==> config.mk <==
export PLATFORM = sky130hd
export DESIGN_NAME = rtc_bcd_core
export DESIGN_NICKNAME = d
export VERILOG_FILES = /design/src/rtl/rtc_pkg.sv /design/src/rtl/rtc_prescaler.sv /design/src/rtl/rtc_counters.sv /design/src/rtl/rtc_shadow.sv /design/src/rtl/rtc_bcd_core.sv
export SDC_FILE = /design/constraint.sdc
export NUM_CORES = 1
export LEC_CHECK = 0
export ABC_AREA = 1
export BUFFER_PORTS_ARGS = -buffer_cell sky130_fd_sc_hd__clkbuf_2
export CORE_UTILIZATION = 66
export CTS_CLUSTER_SIZE = 25
export DETAILED_ROUTE_END_ITERATION = 7
export GPL_TIMING_DRIVEN = 0
export PLACE_DENSITY_LB_ADDON = 0.3
export REMOVE_ABC_BUFFERS = 1
export SYNTH_ARGS = -nofsm -noshare
export SYNTH_HDL_FRONTEND = slang
export SYNTH_SLANG_ARGS = --single-unit
==> constraint.sdc <==
create_clock -name clk -period 5.9 [get_ports clk]
set_input_delay 1.77 -clock clk [delete_from_list [all_inputs] [get_ports clk]]
set_output_delay 1.77 -clock clk [all_outputs]
set_load 0.03 [all_outputs]
==> src/rtl/rtc_pkg.sv <==
// Package: shared types and BCD helpers for the real-time calendar counter.
// Assumes all fields hold valid packed BCD when arithmetic is applied.
package rtc_pkg;

    localparam int NUM_REGS  = 7;
    localparam int ADDR_W    = 3;
    localparam int BYTE_W    = 8;
    localparam int FLAT_W    = NUM_REGS * BYTE_W;

    typedef enum logic [ADDR_W-1:0] {
        A_SEC   = 3'd0,
        A_MIN   = 3'd1,
        A_HOUR  = 3'd2,
        A_DATE  = 3'd3,
        A_MONTH = 3'd4,
        A_DOW   = 3'd5,
        A_YEAR  = 3'd6
    } rtc_addr_e;

    // First member is the most significant byte; seconds sits at byte 0.
    typedef struct packed {
        logic [7:0] year;
        logic [7:0] dow;
        logic [7:0] month;
        logic [7:0] date;
        logic [7:0] hour;
        logic [7:0] min;
        logic [7:0] sec;
    } rtc_time_t;

    localparam rtc_time_t RTC_RESET = rtc_time_t'(56'h00_01_01_01_00_00_00);

    // Add one to a two-digit packed BCD value (no wrap check).
    function automatic logic [7:0] bcd_inc(input logic [7:0] v);
        if (v[3:0] >= 4'd9)
            return {v[7:4] + 4'd1, 4'd0};
        else
            return {v[7:4], v[3:0] + 4'd1};
    endfunction

    // Year value divisible by four, tested digit-wise on packed BCD.
    function automatic logic is_leap(input logic [7:0] yr);
        logic [3:0] ones;
        ones = yr[3:0];
        if (!yr[4])
            return (ones == 4'd0) || (ones == 4'd4) || (ones == 4'd8);
        else
            return (ones == 4'd2) || (ones == 4'd6);
    endfunction

    // Last valid date of a month, in packed BCD.
    function automatic logic [7:0] last_day(input logic [7:0] mon, input logic [7:0] yr);
        case (mon)
            8'h02:                      return is_leap(yr) ? 8'h29 : 8'h28;
            8'h04, 8'h06, 8'h09, 8'h11: return 8'h30;
            default:                    return 8'h31;
        endcase
    endfunction

endpackage

==> src/rtl/rtc_prescaler.sv <==
// Module: rtc_prescaler
// Divides the reference strobe by 2^PW to a one-cycle second tick.
// Assumes ref_tick is a single-cycle strobe in the clk domain. Counting
// pauses while run is low; clear restarts the period and suppresses a tick.
module rtc_prescaler #(
    parameter int PW = 15
) (
    input  logic clk,
    input  logic rst_n,
    input  logic ref_tick,
    input  logic run,
    input  logic clear,
    output logic sec_tick
);

    localparam logic [PW-1:0] CNT_MAX = '1;

    logic [PW-1:0] cnt;

    assign sec_tick = ref_tick && run && !clear && (cnt == CNT_MAX);

    // Advance the divider on each enabled strobe, restart on clear.
    always_ff @(posedge clk) begin
        if (!rst_n)
            cnt <= '0;
        else if (clear)
            cnt <= '0;
        else if (ref_tick && run)
            cnt <= cnt + 1'b1;
    end

    // a seconds write leaves the divider at the start of a period.
    p_clear_restart_r2: assert property (@(posedge clk) disable iff (!rst_n)
        clear |=> (cnt == '0));

    // a stopped clock leaves the divider untouched.
    p_stop_holds_div_r3: assert property (@(posedge clk) disable iff (!rst_n)
        (!run && !clear) |=> $stable(cnt));

endmodule

==> src/rtl/rtc_counters.sv <==
// Module: rtc_counters
// Holds the live calendar and steps it once per second tick, rippling all
// carries in one clock. A host write replaces one byte and wins over a tick
// in the same cycle. Assumes written values are valid packed BCD.
module rtc_counters
    import rtc_pkg::*;
(
    input  logic       clk,
    input  logic       rst_n,
    input  logic       sec_tick,
    input  logic       wr_en,
    input  logic [2:0] wr_addr,
    input  logic [7:0] wr_data,
    output rtc_time_t  live,
    output logic       halted
);

    rtc_time_t cur;
    rtc_time_t nxt;
    logic c_sec, c_min, c_day, c_mon, c_yr, hr_wrap;

    assign live   = cur;
    assign halted = cur.sec[7];

    // Compute the calendar one second later.
    always_comb begin
        nxt     = cur;
        c_min   = 1'b0;
        c_day   = 1'b0;
        c_mon   = 1'b0;
        c_yr    = 1'b0;
        hr_wrap = 1'b0;

        c_sec   = (cur.sec[6:0] == 7'h59);
        nxt.sec = c_sec ? {cur.sec[7], 7'h00}
                        : ((bcd_inc(cur.sec & 8'h7F) & 8'h7F) | (cur.sec & 8'h80));

        if (c_sec) begin
            c_min   = (cur.min == 8'h59);
            nxt.min = c_min ? 8'h00 : bcd_inc(cur.min);
        end

        if (c_sec && c_min) begin
            if (cur.hour[7]) begin
                if (cur.hour[4:0] == 5'h12) begin
                    nxt.hour = {1'b1, 1'b0, cur.hour[5], 5'h01};
                end else if (cur.hour[4:0] == 5'h11) begin
                    nxt.hour = {1'b1, 1'b0, ~cur.hour[5], 5'h12};
                    hr_wrap  = cur.hour[5];
                end else begin
                    nxt.hour = {1'b1, 1'b0, cur.hour[5], 5'h00}
                             | (bcd_inc({3'b000, cur.hour[4:0]}) & 8'h1F);
                end
            end else begin
                hr_wrap  = (cur.hour == 8'h23);
                nxt.hour = hr_wrap ? 8'h00 : bcd_inc(cur.hour);
            end
        end

        c_day = c_sec && c_min && hr_wrap;
        if (c_day) begin
            nxt.dow  = (cur.dow == 8'h07) ? 8'h01 : cur.dow + 8'h01;
            c_mon    = (cur.date == last_day(cur.month, cur.year));
            nxt.date = c_mon ? 8'h01 : bcd_inc(cur.date);
        end

        if (c_mon) begin
            c_yr      = (cur.month == 8'h12);
            nxt.month = c_yr ? 8'h01 : bcd_inc(cur.month);
        end

        if (c_yr)
            nxt.year = (cur.year == 8'h99) ? 8'h00 : bcd_inc(cur.year);
    end

    // Apply a host write, otherwise take the stepped value on a tick.
    always_ff @(posedge clk) begin
        if (!rst_n) begin
            cur <= RTC_RESET;
        end else if (wr_en) begin
            case (wr_addr)
                A_SEC:   cur.sec   <= wr_data;
                A_MIN:   cur.min   <= {1'b0, wr_data[6:0]};
                A_HOUR:  cur.hour  <= {wr_data[7], 1'b0, wr_data[5:0]};
                A_DATE:  cur.date  <= {2'b00, wr_data[5:0]};
                A_MONTH: cur.month <= {3'b000, wr_data[4:0]};
                A_DOW:   cur.dow   <= {5'b00000, wr_data[2:0]};
                A_YEAR:  cur.year  <= wr_data;
                default: ;
            endcase
        end else if (sec_tick) begin
            cur <= nxt;
        end
    end

    // seconds at 59 wrap to 00 and the minutes move.
    p_sec_wrap_r1: assert property (@(posedge clk) disable iff (!rst_n)
        (sec_tick && !wr_en && cur.sec[6:0] == 7'h59)
        |=> (cur.sec[6:0] == 7'h00) && (cur.min != $past(cur.min)));

    // while the stop bit is set and nobody writes, nothing moves.
    p_stop_freeze_r3: assert property (@(posedge clk) disable iff (!rst_n)
        (cur.sec[7] && !wr_en) |=> $stable(cur));

    // 23:59:59 in 24-hour form goes to hour 00 and a new date.
    p_day_step_r4: assert property (@(posedge clk) disable iff (!rst_n)
        (sec_tick && !wr_en && !cur.hour[7] && cur.hour == 8'h23
         && cur.min == 8'h59 && cur.sec[6:0] == 7'h59)
        |=> (cur.hour == 8'h00) && (cur.date != $past(cur.date)));

    // a day of week inside 1..7 stays inside 1..7 across a tick.
    p_dow_range_r8: assert property (@(posedge clk) disable iff (!rst_n)
        (sec_tick && !wr_en && cur.dow >= 8'h01 && cur.dow <= 8'h07)
        |=> (cur.dow >= 8'h01) && (cur.dow <= 8'h07));

endmodule

==> src/rtl/rtc_shadow.sv <==
// Module: rtc_shadow
// Shadow bank loaded from the live calendar on a snapshot request, plus the
// byte-wide read multiplexer. Assumes snap is a one-cycle request.
module rtc_shadow
    import rtc_pkg::*;
(
    input  logic       clk,
    input  logic       rst_n,
    input  logic       snap,
    input  rtc_time_t  live,
    input  logic [2:0] rd_addr,
    output logic [7:0] rd_data
);

    localparam int LANES = 1 << ADDR_W;

    rtc_time_t  shadow;
    logic [7:0] lane [LANES];

    // Capture the whole live set in one cycle on request.
    always_ff @(posedge clk) begin
        if (!rst_n)
            shadow <= RTC_RESET;
        else if (snap)
            shadow <= live;
    end

    for (genvar g = 0; g < LANES; g++) begin : g_lane
        if (g < NUM_REGS) begin : g_used
            assign lane[g] = shadow[g*BYTE_W +: BYTE_W];
        end else begin : g_empty
            assign lane[g] = 8'h00;
        end
    end

    assign rd_data = lane[rd_addr];

    // without a request the shadow bank does not move.
    p_shadow_hold_r10: assert property (@(posedge clk) disable iff (!rst_n)
        !snap |=> $stable(shadow));

    // a request captures exactly the live values of that cycle.
    p_shadow_load_r10: assert property (@(posedge clk) disable iff (!rst_n)
        snap |=> (shadow == $past(live)));

endmodule

==> src/rtl/rtc_bcd_core.sv <==
// Module: rtc_bcd_core (top)
// Real-time calendar counter: prescaler, live BCD calendar, shadow read bank.
// Assumes ref_tick is already synchronised to clk as a one-cycle strobe.
module rtc_bcd_core
    import rtc_pkg::*;
#(
    parameter int PRESCALE_BITS = 15
) (
    input  logic       clk,
    input  logic       rst_n,
    input  logic       ref_tick,
    input  logic       wr_en,
    input  logic [2:0] wr_addr,
    input  logic [7:0] wr_data,
    input  logic       snap_req,
    input  logic [2:0] rd_addr,
    output logic [7:0] rd_data
);

    rtc_time_t live;
    logic      halted;
    logic      sec_tick;
    logic      sec_write;

    assign sec_write = wr_en && (wr_addr == A_SEC);

    rtc_prescaler #(.PW(PRESCALE_BITS)) u_prescaler (
        .clk      (clk),
        .rst_n    (rst_n),
        .ref_tick (ref_tick),
        .run      (!halted),
        .clear    (sec_write),
        .sec_tick (sec_tick)
    );

    rtc_counters u_counters (
        .clk      (clk),
        .rst_n    (rst_n),
        .sec_tick (sec_tick),
        .wr_en    (wr_en),
        .wr_addr  (wr_addr),
        .wr_data  (wr_data),
        .live     (live),
        .halted   (halted)
    );

    rtc_shadow u_shadow (
        .clk      (clk),
        .rst_n    (rst_n),
        .snap     (snap_req),
        .live     (live),
        .rd_addr  (rd_addr),
        .rd_data  (rd_data)
    );

endmodule

==> results of run 1 <==
final cells by class:
class,instances,share of cell area
well taps,136,0.0222
inverters,109,0.0533
clock buffers,20,0.0581
clock inverters,12,0.0176
multi-input cells,704,0.500
repair buffers,26,0.0176
flip-flops and latches,127,0.331
routing by layer:
| metal | vias to the layer above | wire length (um) |
|---|---|---|
| met5 | - | 0 |
| met4 | 0 | 714 |
| met3 | 58 | 1420 |
| met2 | 249 | 8260 |
| met1 | 3065 | 7780 |
| li1 | 3291 | - |
final timing paths:
path	start	end	slack [ps]	depth (start not counted)
worst max-delay path	rd_addr[0]	rd_data[3]	630	7
worst min-delay path	u_counters.halted	u_counters.halted	460	2
worst max register to register	u_counters.live[32]	u_counters.live[52]	3540	17
worst min register to register	u_counters.halted	u_counters.halted	460	2
stage by stage:
| step | total power [uW] | hold WS (ps) |
|---|---|---|
| after global placement | 1110 | 450 |
| after detailed placement | 1110 | 459 |
| final | 2130 | 464 |
| after floorplan | 1040 | 434 |
| after CTS | 2130 | 468 |
| after global routing | 2200 | 480 |
cells in the mapped netlist (2+ instances only):
cell,number
sky130_fd_sc_hd__a211oi_1,3
sky130_fd_sc_hd__o21ai_0,128
sky130_fd_sc_hd__nor2_1,123
sky130_fd_sc_hd__a31oi_1,24
sky130_fd_sc_hd__clkinv_1,2
sky130_fd_sc_hd__o22ai_1,8
sky130_fd_sc_hd__a21oi_4,2
sky130_fd_sc_hd__nand2_1,133
sky130_fd_sc_hd__xnor2_1,5
sky130_fd_sc_hd__dfxtp_1,127
sky130_fd_sc_hd__inv_2,6
sky130_fd_sc_hd__nand2_2,15
sky130_fd_sc_hd__a21oi_2,2
sky130_fd_sc_hd__nand4_1,14
sky130_fd_sc_hd__nand3_2,5
sky130_fd_sc_hd__o211ai_1,6
sky130_fd_sc_hd__ha_1,37
sky130_fd_sc_hd__nand3_1,45
sky130_fd_sc_hd__nor3_1,16
sky130_fd_sc_hd__o21bai_1,2
sky130_fd_sc_hd__inv_1,101
sky130_fd_sc_hd__buf_2,4
sky130_fd_sc_hd__a21oi_1,92
sky130_fd_sc_hd__nand4_2,2
sky130_fd_sc_hd__buf_1,4
sky130_fd_sc_hd__nor2_4,4
sky130_fd_sc_hd__xor2_1,15
sky130_fd_sc_hd__clkbuf_1,27
sky130_fd_sc_hd__nor3b_2,2
sky130_fd_sc_hd__nor2_2,4
sky130_fd_sc_hd__nor3b_1,3
sky130_fd_sc_hd__o31ai_1,4
cells by family (layout without fill, tap and decap cells):
| group | Yosys count | count (layout) | synth area share |
|---|---|---|---|
| adders and majority gates | 37 | 37 | 0.0667 |
| and+or+nand+nor | 370 | 370 | 0.243 |
| xor gates and xnor gates | 20 | 20 | 0.0252 |
| AOI/OAI and AO/OA | 277 | 277 | 0.218 |
| buffers and inverters | 146 | 167 | 0.0813 |
| DFF | 127 | 127 | 0.366 |
power by group through the flow:
stage / Clock, uW / Sequential, uW / Combinational [uW]
6_report: 1020 / 910 / 194
3_3_place_gp: 0 / 926 / 184
5_1_grt: 1070 / 912 / 215
4_1_cts: 1030 / 909 / 190
3_5_place_dp: 0 / 927 / 188
2_1_floorplan: 0 / 919 / 119
registers in the layout (all words and copies together), names as in the netlist:
name	flops
u_shadow.lane	56
u_counters.live	55
u_prescaler.cnt	15
u_counters.halted	1
cell usage in the layout (no fill, tap or decap), types with 24 or more instances in the layout:
master,count
sky130_fd_sc_hd__clkbuf_2,24
sky130_fd_sc_hd__ha_1,37
sky130_fd_sc_hd__nand2_1,133
sky130_fd_sc_hd__a21oi_1,92
sky130_fd_sc_hd__a31oi_1,24
sky130_fd_sc_hd__o21ai_0,128
sky130_fd_sc_hd__nand3_1,45
sky130_fd_sc_hd__dfxtp_1,127
sky130_fd_sc_hd__inv_1,101
sky130_fd_sc_hd__nor2_1,123
worst max-delay path: stages:
cell and delay, ps:
sky130_fd_sc_hd__clkbuf_2 270, sky130_fd_sc_hd__inv_1 540, sky130_fd_sc_hd__o21ai_0 160, sky130_fd_sc_hd__o22ai_1 260, sky130_fd_sc_hd__nor2_1 70, sky130_fd_sc_hd__a31oi_1 180
sky130_fd_sc_hd__clkbuf_2 240
==> results_dict.tcl, run 1 <==
set metrics [dict create \
    status "complete, no violations" \
    ff_latch_area_mm2 0.00254 \
    post_cts_clock_slew_at_the_launch_and_capture_registers_of_the_worst_setup_and_hold_paths_ps 60 \
    numCtsBuffers 17 \
    proportion_of_power_drawn_by_combinational_gates 0.091 \
    nets 1041 \
    design.die.area_mm2 0.0109 \
    p_leak_uw 0.00313 \
    stdcell_count 1134 \
    dpl-instance-area_mm2 0.00709 \
    postSynth.asyncResetShare 0 \
    synth_top_area_share 0.366 \
    die_y_um 105 \
    pin_count 27 \
    fmax_mhz 190 \
    synthDominantAreaCellType "sky130_fd_sc_hd__dfxtp_1" \
    route.detailed.drc 0 \
    clock_insertion_delay_worst_skew_ps 540 \
    globalRouteMet1Util 0.435 \
    preCtsSetupSlack_ps 673 \
    diodes 0 \
    post_synth_inst_count 977 \
    fin_ws_ps 631 \
    post_cts_hold_buffer_count 0 \
    first_global_vias 6109 \
    post_synth_num_cell_types 44 \
    clock_tree.root_cell "sky130_fd_sc_hd__clkbuf_8" \
    drt-vias-per-instance 5.88 \
    global_route.usage.met3 0.0730 \
    vdd_drop_max_v 0.000219 \
    ys_seq_elements 127 \
    crit_fanout 26 \
    routed_wire_length_per_instance_um 16.0 \
    cts_repair_resize_count 0 \
    synth_enable_flop_cells 0 \
    route.vias.total 6663 \
    net_switching_component_of_the_power_uw 560 \
    postLayoutCoreUtil 0.746 \
    detail_route.first_pass.iterations 5 \
    place.detailed.hpwl_um 12200 \
    final-hold-violation-count 0 \
    power_frac_seq 0.427 \
    design_area_mm2 0.00767 \
    grt_most_used_layer "met2" \
    fin_tns_setup_ps 0 \
    initial_utilization 0.675 \
    clkSinkCount 127 \
    period_minus_slack_ps 5270 \
    dominantRegCellSynth "sky130_fd_sc_hd__dfxtp_1" \
    routabilityCongestion 0.923 \
    endpoint_kind "output pin" \
    max_cap_viol_count 0 \
    tightest_slew_ps 933 \
    ant_nets 0 \
    cts.repair_timing.setup_buffer_count 0 \
    multiInputGateArea_mm2 0.00383 \
    power.switching_fraction 0.263 \
    period_utilization 0.893 \
    worst_ep_arrival_time_ps 3500 \
    layout.filler_cells 799 \
    grt_first_pass_wirelength_um 29300 \
    fp-row-count 37 \
    grt-ovfl-total 0 \
    hp-class "flop to flop" \
    average_cell_area_after_synthesis_um2 7.10 \
    synth_sequential_area_ratio 0.366 \
    crit_required_ps 4130 \
    grt_usage 0.341 \
    power_per_cell_area_mw_per_mm2 277 \
    drive_above_1_share 0.102 \
    wl_um 18200 \
    largest_net_degree_at_the_start_of_global_routing 101 \
    power_report.internal_total_uw 1570 \
    area.growth.synth_to_final_pct 10.5 \
    mapped_area_mm2 0.00694 \
    cp-start-kind "primary input" \
    clock_tree.buffer_depth 2 \
    rsz_0062_raised_after_global_routing "false" \
    drt_iter0_drc 617 \
    cts.htree.levels 4 \
    maxSlewHeadroom 0.378 \
    worstSetupPathType "primary input to output pin" \
    clockPowerShare 0.482 \
    die_w_um 105 \
    timing_max_transition_violations_final 0 \
    port-buffer-count 26 \
    grtUsageMet2 0.539 \
    post_synth_main_area_contributors "sky130_fd_sc_hd__dfxtp_1, sky130_fd_sc_hd__o21ai_0, sky130_fd_sc_hd__nand2_1" \
    tritoncts "yes" \
    number_of_cells_after_detailed_placement 1102 \
    worst_clock_skew_ps 11.8 \
    yosysWarningCount 0 \
    grt_antenna_before_repair 0 \
    core_area_mm2 0.0103 \
    setup_viol 0 \
]
(Power assumes the default switching activity.)
==> run 2: changes to the inputs <==
--- a/config.mk
+++ b/config.mk
@@ -7,6 +7,7 @@
 export LEC_CHECK = 0
 export ABC_AREA = 1
 export BUFFER_PORTS_ARGS = -buffer_cell sky130_fd_sc_hd__clkbuf_2
+export CORE_ASPECT_RATIO = 0.75
 export CORE_UTILIZATION = 66
 export CTS_CLUSTER_SIZE = 25
 export DETAILED_ROUTE_END_ITERATION = 7
==> run 2 against run 1 <==
Compared with the run above:
- global-route usage grew 0.95 points
- clock power rose by 12%
- register-to-register slack lost 60 ps
- core utilization up 0.80 points
- highest routed layer unchanged
==> results_dict.tcl, run 2 (same netlist as run 1, synthesis figures left out) <==
set metrics [dict create \
    status "complete, no violations" \
    routed_wire_length_per_instance_um 16.2 \
    maxSlewHeadroom 0.381 \
    largest_register_ffs 56 \
    stdcell_count 1134 \
    slowest_stage "sky130_fd_sc_hd__inv_1" \
    layout.filler_cells 802 \
    ant_nets 0 \
    die_w_um 120 \
    route.vias.total 6723 \
    hp-class "flop to flop" \
    setup_viol 0 \
    core_area_mm2 0.0102 \
    critical_path.n_buffers_inverters 3 \
    rsz_0062_raised_after_global_routing "false" \
    largest_delay_contributor_family_on_the_critical_path "buffers and inverters" \
    post_cts_clock_slew_at_the_launch_and_capture_registers_of_the_worst_setup_and_hold_paths_ps 60 \
    dpl-instance-area_mm2 0.00709 \
    worst_ep_arrival_time_ps 3560 \
    clkSinkCount 127 \
    layout_common_cells "sky130_fd_sc_hd__nand2_1, sky130_fd_sc_hd__o21ai_0, sky130_fd_sc_hd__dfxtp_1, sky130_fd_sc_hd__nor2_1, sky130_fd_sc_hd__inv_1" \
    cp-start-kind "primary input" \
    nets 1041 \
    design_area_mm2 0.00773 \
    timing_max_transition_violations_final 0 \
    clock_insertion_delay_worst_skew_ps 420 \
    crit_fanout 26 \
    cts.repair_timing.setup_buffer_count 0 \
    timing.critical_path.slowest_cell_delay_ps 580 \
    pin_count 27 \
    worstSetupPathType "primary input to output pin" \
    cts_repair_resize_count 0 \
    endpoint_kind "output pin" \
    crit_required_ps 4130 \
    period_minus_slack_ps 5330 \
    number_of_cells_after_detailed_placement 1102 \
    worstPathCellList "clkbuf_2 -> inv_1 -> o21ai_0 -> o22ai_1 -> nor2_1 -> a31oi_1 -> clkbuf_2" \
    initial_utilization 0.677 \
    numCtsBuffers 17 \
    routabilityCongestion 0.890 \
    largest_net_degree_at_the_start_of_global_routing 101 \
    clock_tree.root_cell "sky130_fd_sc_hd__clkbuf_16" \
    route.detailed.drc 0 \
    drt-vias-per-instance 5.93 \
    grt-ovfl-total 0 \
    diodes 0 \
    max_cap_viol_count 0 \
    mostFrequentLayoutCell "sky130_fd_sc_hd__nand2_1" \
    tritoncts "yes" \
    crit_path_frequent_cell "sky130_fd_sc_hd__clkbuf_2" \
    worst_clock_skew_ps 7.53 \
    grt_usage 0.351 \
    fp-row-count 32 \
    fmax_mhz 187 \
    die_y_um 90.8 \
    first_global_vias 5926 \
    power.total_uw 2240 \
    worst-r2r-setup-slack_ps 3480 \
    grt_first_pass_wirelength_um 29900 \
    fin_tns_setup_ps 0 \
    post_cts_hold_buffer_count 0 \
    port-buffer-count 26 \
    cts.htree.levels 4 \
    detail_route.first_pass.iterations 5 \
    clock_tree.buffer_depth 2 \
    wl_um 18400 \
    vdd_drop_max_v 0.000267 \
    grt_antenna_before_repair 0 \
    design.die.area_mm2 0.0109 \
    place.detailed.hpwl_um 12200 \
    area.growth.synth_to_final_pct 11.4 \
    period_utilization 0.904 \
    final-hold-violation-count 0 \
    power_per_cell_area_mw_per_mm2 290 \
    tightest_slew_ps 928 \
    drive_above_1_share 0.102 \
    drt_iter0_drc 881 \
    p_leak_uw 0.00317 \
]
## run 2: changes by cell type in the layout (fill, tap and decap cells not counted), sizes merged
cell      before  now
clkinv         6    5
inv          109  107
clkbuf        46   48
bufinv         2    4
clkinvlp       4    3
## run 2: power by group
group | switching (uW) | internal, uW
sequential | 21.9 | 887
clock | 390 | 750
combinational | 139 | 56.1
total | 551 | 1690
## run 2: final cells by class
| cell class | count | area [um2] | share of cell area |
|---|---|---|---|
| Multi-Input combinational cell | 704 | 3830 | 0.496 |
| Sequential cell | 127 | 2540 | 0.329 |
| Clock buffer | 22 | 484 | 0.0626 |
| Inverter | 109 | 409 | 0.0529 |
| Tap cell | 136 | 170 | 0.0220 |
| Clock inverter | 10 | 158 | 0.0204 |
| Timing Repair Buffer | 26 | 135 | 0.0175 |
## run 2: final timing paths
path                           start                  end  cells past startpoint
hold reg to reg    u_counters.halted    u_counters.halted                      2
setup / recovery          rd_addr[0]           rd_data[1]                      7
hold / removal     u_counters.halted    u_counters.halted                      2
setup reg to reg  u_counters.live[9]  u_counters.live[52]                     12
## run 2: worst reg2reg max path, stage by stage (launching register included)
cell and delay, ps:
sky130_fd_sc_hd__dfxtp_1 330, sky130_fd_sc_hd__inv_1 140, sky130_fd_sc_hd__ha_1 190, sky130_fd_sc_hd__nand4_1 100, sky130_fd_sc_hd__nor3_1 420, sky130_fd_sc_hd__nand2_1 180, sky130_fd_sc_hd__a21oi_4 210, sky130_fd_sc_hd__nand4_2 180
sky130_fd_sc_hd__nand2_2 270, sky130_fd_sc_hd__nand2_1 130, sky130_fd_sc_hd__nand2_1 70, sky130_fd_sc_hd__nand2_1 40, sky130_fd_sc_hd__nor2_1 100
## run 2: stage by stage
step,hold slack (ps),utilization,setup WS [ps]
final,465,0.754,567
after global routing,476,0.754,516
after detailed placement,450,0.692,690
after global placement,447,0.691,656
after CTS,464,0.754,665
after floorplan,434,-,1260
## run 2: metal layers
layer	global-route usage	up-vias	share of wire	routed length, um
met1	0.494	3102	0.46	8410
met5	0	-	0	0
met3	0.0909	44	0.094	1730
li1	-	3305	-	-
met4	0.109	0	0.017	316
met2	0.523	272	0.43	7920
==> run 3: changes to the inputs <==
--- a/config.mk
+++ b/config.mk
@@ -13,6 +13,7 @@
 export DETAILED_ROUTE_END_ITERATION = 7
 export GPL_TIMING_DRIVEN = 0
 export PLACE_DENSITY_LB_ADDON = 0.3
+export RECOVER_POWER = 100
 export REMOVE_ABC_BUFFERS = 1
 export SYNTH_ARGS = -nofsm -noshare
 export SYNTH_HDL_FRONTEND = slang
==> run 3 against run 2 <==
Compared with the run above:
- the flow now finishes with violations (capacitance limit, slew limit)
- die area did not move
- sequential cell count did not move
- non-clock buffer count did not move
- wire length rose by 0.24%
- first-iteration DRC count fell by 0.91%
- critical path depth did not move
- sequential share of layout area rose by 0.22 points
- clock power barely moved
- largest cell class unchanged
==> results_dict.tcl, run 3 (same netlist as run 1, synthesis figures left out) <==
set metrics [dict create \
    initial_utilization 0.677 \
    worstSetupPathType "primary input to output pin" \
    cts.repair_timing.setup_buffer_count 0 \
    detail_route.first_pass.iterations 5 \
    globalRouteMet1Util 0.494 \
    clock_tree.buffer_depth 2 \
    fin_tns_setup_ps 0 \
    vdd_drop_max_v 0.000269 \
    p_leak_uw 0.00312 \
    diodes 0 \
    clkSinkCount 127 \
    wl_um 18400 \
    fp-row-count 32 \
    route.vias.total 6721 \
    proportion_of_power_drawn_by_combinational_gates 0.086 \
    power.total_uw 2240 \
    numCtsBuffers 17 \
    first_global_vias 5926 \
    power_per_cell_area_mw_per_mm2 292 \
    cts_repair_resize_count 0 \
    clock_tree.root_cell "sky130_fd_sc_hd__clkbuf_16" \
    period_minus_slack_ps 5400 \
    status "finished with violations" \
    violated_checks "capacitance limit, slew limit" \
    drt-vias-per-instance 5.93 \
    cp-start-kind "primary input" \
    holdPathStages 2 \
    area.growth.synth_to_final_pct 10.7 \
    crit_fanout 26 \
    ant_nets 0 \
    layout.filler_cells 817 \
    power_frac_seq 0.405 \
    tritoncts "yes" \
    tightest_slew_ps 1680 \
    rsz_0062_raised_after_global_routing "false" \
    grt-ovfl-total 0 \
    largest_net_degree_at_the_start_of_global_routing 101 \
    net_switching_component_of_the_power_uw 553 \
    die_y_um 90.8 \
    global_route.usage.met3 0.0909 \
    grt_most_used_layer "met2" \
    drive_above_1_share 0.0822 \
    core_area_mm2 0.0102 \
    drt_iter0_drc 873 \
    preCtsSetupSlack_ps 690 \
    fmax_mhz 185 \
    worst_clock_skew_ps 9.13 \
    pin_count 27 \
    die_w_um 120 \
    timing_max_transition_violations_final 29 \
    setup_viol 0 \
    post_cts_hold_buffer_count 0 \
    hp-class "flop to flop" \
    fin_ws_ps 495 \
    design.die.area_mm2 0.0109 \
    grt_usage 0.351 \
    endpoint_kind "output pin" \
    grt_first_pass_wirelength_um 29900 \
    place.detailed.hpwl_um 12200 \
    post_cts_clock_slew_at_the_launch_and_capture_registers_of_the_worst_setup_and_hold_paths_ps 60 \
    worst_ep_arrival_time_ps 3630 \
    layout_common_cells "sky130_fd_sc_hd__nand2_1, sky130_fd_sc_hd__o21ai_0, sky130_fd_sc_hd__dfxtp_1, sky130_fd_sc_hd__nor2_1, sky130_fd_sc_hd__inv_1" \
    nets 1041 \
    worstRegToRegCells 12 \
    final-hold-violation-count 0 \
    route.detailed.drc 0 \
    mostFrequentLayoutCell "sky130_fd_sc_hd__nand2_1" \
    grtUsageMet2 0.523 \
    period_utilization 0.916 \
    clock_insertion_delay_worst_skew_ps 420 \
    power.switching_fraction 0.247 \
    maxSlewHeadroom -0.122 \
    port-buffer-count 26 \
    power_report.internal_total_uw 1690 \
    cts.htree.levels 4 \
    fin_worst_hold_slack_ps 463 \
    largest_register_ffs 56 \
    max_cap_viol_count 1 \
    routed_wire_length_per_instance_um 16.2 \
    grt_antenna_before_repair 0 \
    clockPowerShare 0.509 \
    routabilityCongestion 0.890 \
    crit_required_ps 4130 \
]
==> run 3: cell counts in the layout (fill, tap and decap cells not counted) <==
No cell type changed its count.
==> run 3: power groups by stage <==
stage / clock network, uW / registers (uW) / logic (uW)
after floorplan: 0 / 919 / 119
after global placement: 0 / 925 / 185
after detailed placement: 0 / 925 / 188
after CTS: 1140 / 908 / 191
after global routing: 1180 / 912 / 215
final: 1140 / 909 / 193
==> run 3: worst paths after layout <==
kind	from	endpoint	slack [ps]
hold reg to reg	u_counters.halted	u_counters.halted	460
hold / removal	u_counters.halted	u_counters.halted	460
setup reg to reg	u_counters.live[9]	u_counters.live[45]	3440
setup / recovery	rd_addr[0]	rd_data[1]	500
==> run 3: through the flow <==
step | cell area [um2] | util | cells
floorplan | 6790 | - | 940
global placement | 7090 | 0.691 | 1102
detailed placement | 7090 | 0.692 | 1102
CTS | 7730 | 0.754 | 1134
global route | 7680 | 0.749 | 1134
finish | 7680 | 0.749 | 1134
==> run 3: critical path: stages <==
cell and delay [ps]:
sky130_fd_sc_hd__clkbuf_2 300, sky130_fd_sc_hd__inv_1 580, sky130_fd_sc_hd__o21ai_0 160, sky130_fd_sc_hd__o22ai_1 210, sky130_fd_sc_hd__nor2_1 70, sky130_fd_sc_hd__a31oi_1 190, sky130_fd_sc_hd__clkbuf_1 330
==> run 3: routing by layer <==
metal | part of all wire | vias up
li1 | - | 3300
met1 | 0.47 | 3105
met2 | 0.43 | 282
met3 | 0.085 | 34
met4 | 0.016 | 0
met5 | 0 | -
==> run 3: layout make-up <==
cell class                      instances  area, um2  share of cell area
Clock buffer                           22        484              0.0630
Clock inverter                         10        158              0.0205
Timing Repair Buffer                   26        124              0.0161
Inverter                              109        409              0.0533
Sequential cell                       127       2540               0.331
Multi-Input combinational cell        704       3790               0.494
Tap cell                              136        170              0.0222
